[src/rtl/fs_pkg.sv]
package fs_pkg;
  typedef enum logic [1:0] {
    FS_LOGIC     = 2'b00,
    FS_ARITH     = 2'b01,
    FS_ROTATE    = 2'b10,
    FS_LOGIC_ALT = 2'b11
  } fs_kind_e;
endpackage

[src/rtl/fs_source_build.sv]
module fs_source_build
  import fs_pkg::*;
#(
  parameter int N = 8
) (
  input  logic [N-1:0]   data_i,
  input  logic           left_i,
  input  fs_kind_e       kind_i,
  output logic [2*N-2:0] src_o
);
  logic [N-1:0] fill;

  // fill pattern placed beside the data word
  always_comb begin
    unique case (kind_i)
      FS_ARITH:  fill = left_i ? '0 : {N{data_i[N-1]}};
      FS_ROTATE: fill = data_i;
      default:   fill = '0;
    endcase
  end

  // left: {data, fill} pre-shifted by one; right: {fill, data} minus top bit
  assign src_o = left_i ? {data_i, fill[N-1:1]} : {fill[N-2:0], data_i};
endmodule

[src/rtl/fs_window.sv]
module fs_window #(
  parameter int N  = 8,
  parameter int SW = $clog2(N)
) (
  input  logic [2*N-2:0] src_i,
  input  logic [SW-1:0]  off_i,
  output logic [N-1:0]   win_o
);
  initial begin
    assert ((1 << SW) == N && N >= 2) else $error("N must be a power of two");
  end

  // each stage drops 2^i bits, optionally from the low end
  for (genvar i = 0; i < SW; i++) begin : g_st
    localparam int WI = 2*N - (1 << i);
    localparam int WO = 2*N - (2 << i);
    logic [WI-1:0] d;
    logic [WO-1:0] q;
    if (i == 0) begin : g_first
      assign d = src_i;
    end else begin : g_next
      assign d = g_st[i-1].q;
    end
    assign q = off_i[i] ? d[WI-1:(1 << i)] : d[WO-1:0];
  end

  assign win_o = g_st[SW-1].q;
endmodule

[src/rtl/funnel_shifter.sv]
module funnel_shifter
  import fs_pkg::*;
#(
  parameter int N = 8,
  localparam int SW = $clog2(N)
) (
  input  logic          clk,
  input  logic          rst,
  input  logic [N-1:0]  data_i,
  input  logic [SW-1:0] amt_i,
  input  logic          left_i,
  input  logic [1:0]    kind_i,
  output logic [N-1:0]  y_o
);
  fs_kind_e       kind;
  logic [2*N-2:0] src;
  logic [SW-1:0]  offset;
  logic [N-1:0]   win;

  assign kind   = fs_kind_e'(kind_i);
  assign offset = left_i ? ~amt_i : amt_i;

  fs_source_build #(.N(N)) u_src (
    .data_i (data_i),
    .left_i (left_i),
    .kind_i (kind),
    .src_o  (src)
  );

  fs_window #(.N(N), .SW(SW)) u_win (
    .src_i (src),
    .off_i (offset),
    .win_o (win)
  );

  always_ff @(posedge clk) begin
    if (rst) y_o <= '0;
    else     y_o <= win;
  end

  a_r1_reset_clears: assert property (@(posedge clk) rst |=> (y_o == '0));

  a_r8_zero_amount: assert property (@(posedge clk) disable iff (rst)
    (!$past(rst) && $past(amt_i) == '0) |-> (y_o == $past(data_i)));

  a_r4_rotate_keeps_ones: assert property (@(posedge clk) disable iff (rst)
    (!$past(rst) && $past(kind_i) == 2'b10) |-> ($countones(y_o) == $countones($past(data_i))));

  a_r2_logic_right_top_zero: assert property (@(posedge clk) disable iff (rst)
    (!$past(rst) && $past(kind_i[0]) == $past(kind_i[1]) && !$past(left_i) && $past(amt_i) != '0)
    |-> (y_o[N-1] == 1'b0));

  a_r3_arith_right_sign: assert property (@(posedge clk) disable iff (rst)
    (!$past(rst) && $past(kind_i) == 2'b01 && !$past(left_i)) |-> (y_o[N-1] == $past(data_i[N-1])));

  a_r5_left_low_zero: assert property (@(posedge clk) disable iff (rst)
    (!$past(rst) && $past(kind_i) != 2'b10 && $past(left_i) && $past(amt_i) != '0)
    |-> (y_o[0] == 1'b0));

  a_r10_hold: assert property (@(posedge clk) disable iff (rst)
    (!$past(rst) && $stable(data_i) && $stable(amt_i) && $stable(left_i) && $stable(kind_i))
    |=> $stable(y_o));
endmodule

[config.mk]
export PLATFORM = sky130hd
export DESIGN_NAME = funnel_shifter
export DESIGN_NICKNAME = d
export VERILOG_FILES = /design/src/rtl/fs_pkg.sv /design/src/rtl/fs_source_build.sv /design/src/rtl/fs_window.sv /design/src/rtl/funnel_shifter.sv
export SDC_FILE = /design/constraint.sdc
export NUM_CORES = 1
export LEC_CHECK = 0
export BUFFER_PORTS_ARGS = -buffer_cell sky130_fd_sc_hd__buf_4
export CORE_MARGIN = 3
export CORE_UTILIZATION = 50
export DETAILED_ROUTE_END_ITERATION = 10
export GPL_TIMING_DRIVEN = 0
export PLACE_DENSITY = 0.74
export SLEW_MARGIN = 20
export SYNTH_ARGS = -nofsm -noshare
export SYNTH_HDL_FRONTEND = slang
export SYNTH_SLANG_ARGS = --single-unit
[constraint.sdc]
create_clock -name clk -period 3.69 [get_ports clk]
set_clock_uncertainty 0.05 [all_clocks]
set_input_delay 0.369 -clock clk [delete_from_list [all_inputs] [get_ports clk]]
set_output_delay 0.369 -clock clk [all_outputs]
set_load 0.02 [all_outputs]
==> Implementation_results.wiki <==
{| class="wikitable"
! Metric !! Value
|-
| CTS tree || built
|-
| Number of warning messages in the yosys log || 0
|-
| Relative slew slack || 0.6613
|-
| Leakage dissipation || 0.0005475 µW
|-
| Path type of the worst min-delay path || in2reg
|-
| Die H || 53.49 µm
|-
| Post-synthesis cell type with the largest combined area || sky130_fd_sc_hd__dfxtp_1
|-
| Global-route congestion overflow total || 0
|-
| Root buffer cell || sky130_fd_sc_hd__clkbuf_4
|-
| Slew of the pin with the lowest slew margin || between 0.5 and 0.6 ns
|-
| Count of cells resized by post-cts repair || 0
|-
| Distinct cell type count of the synthesized netlist || between 50 and 60
|-
| Compound-Gate Fraction of Synth Area || 0.4373
|-
| Final cycle utilization of the critical path || 0.5146
|-
| Startpoint type of the worst setup path || input pin
|-
| Highest achievable clock rate || between 500 and 600 MHz
|-
| Number of buffers added by the clock tree synthesis step || 3
|-
| Count of endpoints failing hold in the final timing report || 0
|-
| Mapped Nets || 179
|-
| Total global-route track usage || 0.2647
|-
| Total number of H-tree levels || 1
|-
| Placeable core area || 2042 µm²
|-
| Number of enable flip-flop cells after synthesis || 0
|-
| Initial Utilization || 0.5521
|-
| Worst slack after detailed placement || 1.583 ns
|-
| TNS Setup || 0 ns
|-
| Clock period minus worst slack || ~1.9 ns
|-
| Number of core rows || 16
|-
| Total Nets Final || 205
|-
| Via count || 1384
|-
| Peak VDD IR || 0.1447 mV
|-
| Post-Synth Adder-Cell Area || 0.02220
|-
| Drt drc || 0
|-
| Most numerous cell in the Yosys netlist || sky130_fd_sc_hd__nand2_1
|-
| Largest cells by area after synthesis || sky130_fd_sc_hd__dfxtp_1 (14%), sky130_fd_sc_hd__o21ai_0 (6.2%), sky130_fd_sc_hd__nand2_1 (5.7%)
|-
| Ports || 24
|-
| Clock sink count || 8
|-
| Top FF cell, synth || sky130_fd_sc_hd__dfxtp_1
|-
| Power density cells || 247.6 nW/µm²
|-
| Initial antenna violation count || 0
|-
| WP data required || 3.83 ns
|-
| Post-DRT Antenna Nets || 0
|-
| Category of the most critical setup path || in2reg
|-
| Xor and xnor area share after synthesis || 0
|-
| Avg Inst Size Synth || 7.002 µm²
|-
| Endpoints failing setup || 0
|-
| Arrival time of the worst setup path || 2.04 ns
|-
| Most frequent cells after synthesis || sky130_fd_sc_hd__nand2_1 (17), sky130_fd_sc_hd__o21ai_0 (14), sky130_fd_sc_hd__nor2_1 (10), sky130_fd_sc_hd__a21oi_1 (9)
|-
| Layout Area Growth over Synthesis || 18.98%
|-
| Outcome || complete, no violations
|-
| Count of maximum capacitance violations || 0
|-
| Worst Path Max Fanout || 10
|-
| Largest registers || y_o x8
|-
| Area of the die || 2861 µm²
|-
| Buffers on Ports || 21
|-
| Top register by number of flip-flops || y_o
|-
| Last weighted congestion value of the routability-driven placer || 0.9865
|-
| Vias in the first global route || 1237
|-
| Fraction of registers with async set or reset after synthesis || 0
|-
| Wire length of the first global-routing pass || 5671 µm
|-
| Number of standard cells after synthesis || 161
|-
| Post-Syn Area || 1127 µm²
|-
| Detailed-router iteration count before antenna repair || 5
|-
| Portion of the post-synthesis area used by sequential elements || 0.1421
|-
| Final worst slack || ~1.8 ns
|-
| Unrepaired setup endpoints after global routing || no
|-
| Simple logic cell fraction of the synthesized area || 0.2420
|-
| Share of cells above drive strength 1 || 0.2216
|-
| Drt total wl || approximately 3500 µm
|-
| Total of flip-flops plus latches after synthesis || 8
|-
| Count of buffers added by post-CTS timing repair for setup || 0
|-
| Top cell type's share of synthesized area || 0.1421
|-
| Final max-slew violation count || 0
|-
| Placed instance count || 209
|-
| DIE WIDTH || around 53 µm
|-
| Main combinational cell family by area after synthesis || compound AO/OA/AOI/OAI gates
|-
| Max FFs per register || 8
|-
| Pin count of the biggest net entering global routing || 11
|-
| Hold-fix buffer count after cts || 0
|-
| Multiplexer share of the synthesized area || 0.06437
|-
| Via/cell ratio || 6.528
|-
| Buffer depth of the longest clock path || 2
|-
| Worst Setup End Kind || flip-flop
|-
| Starting DRT DRC Count || 139
|-
| Non-filler cells, final || 212
|-
| Number of diodes || 0
|-
| Routed wire per std cell || 16.47 µm
|-
| Post-DP HPWL || 2698 µm
|-
| Reg clk slew, reported paths || 0.05 ns
|}
per-layer routing:
metal / track usage / part of all wire / wire [µm]
met5: 0 / 0 / 0
met1: 0.3577 / 0.41 / 1441
met3: 0.02535 / 0.11 / 382
met4: 0.1234 / 0.028 / 99
met2: 0.4143 / 0.45 / 1567
cell families (layout without fill, tap and decap cells):
kind of cell,count (synthesis),after routing
compound gates,69,69
simple gates,55,55
buf+inv,20,44
fa+ha+maj,2,2
flops,8,8
mux,7,7
worst paths after layout:
kind	from	endpoint	cells past startpoint
worst min-delay path	amt_i[2]	y_o[3]	3
worst max-delay path	kind_i[0]	y_o[0]	9
metrics by stage:
step,util,power (µW),hold slack (ns),instance area (µm²)
final,0.6569,332.1,0.4129,1341
after global routing,0.6569,351.4,0.4154,1341
after CTS,0.6569,328.2,0.4115,1341
after detailed placement,0.6458,261.7,0.6759,1319
after global placement,0.6458,260.8,0.6788,1319
after floorplan,-,206.7,0.5028,1127
cell type report:
class                           count  area [µm²]
Buffer                             11       70.07
Inverter                            9       33.78
Sequential cell                     8       160.2
Tap cell                           27       33.78
Clock buffer                        3       22.52
Fill cell                         187       700.7
Multi-Input combinational cell    133       863.3
Timing Repair Buffer               21       157.7
power by group:
group / leakage [µW] / switching (µW) / internal [µW]
registers: 0.0000663 / 2.49 / 95.5
clock network: 0.0000138 / 30.0 / 37.2
logic: 0.000467 / 99.1 / 67.8
worst max-delay path: stages:
cell	delay, ns
sky130_fd_sc_hd__buf_4	0.08
sky130_fd_sc_hd__inv_1	0.03
sky130_fd_sc_hd__ha_1	0.29
sky130_fd_sc_hd__clkbuf_1	0.25
sky130_fd_sc_hd__nor2b_1	0.29
sky130_fd_sc_hd__a21oi_1	0.11
sky130_fd_sc_hd__a2bb2oi_1	0.13
sky130_fd_sc_hd__a311oi_1	0.34
sky130_fd_sc_hd__o2bb2ai_2	0.13
cells in the final DEF, fill, tap and decap left out, types with 4 or more instances in the layout:
| master | synthesis | layout |
|---|---|---|
| sky130_fd_sc_hd__a21oi_1 | 9 | 9 |
| sky130_fd_sc_hd__a31oi_1 | 5 | 5 |
| sky130_fd_sc_hd__inv_1 | 8 | 8 |
| sky130_fd_sc_hd__dfxtp_1 | 8 | 8 |
| sky130_fd_sc_hd__o22ai_1 | 4 | 4 |
| sky130_fd_sc_hd__o21ai_0 | 14 | 14 |
| sky130_fd_sc_hd__buf_2 | 5 | 5 |
| sky130_fd_sc_hd__mux2i_1 | 5 | 5 |
| sky130_fd_sc_hd__nor2b_1 | 4 | 4 |
| sky130_fd_sc_hd__nand2_1 | 17 | 17 |
| sky130_fd_sc_hd__buf_4 | 1 | 22 |
| sky130_fd_sc_hd__nand3_1 | 5 | 5 |
| sky130_fd_sc_hd__a211oi_1 | 4 | 4 |
| sky130_fd_sc_hd__o211ai_1 | 6 | 6 |
| sky130_fd_sc_hd__nor2_1 | 10 | 10 |
| sky130_fd_sc_hd__nand2b_1 | 7 | 7 |
No activity file was read; power rests on OpenSTA's default activity.
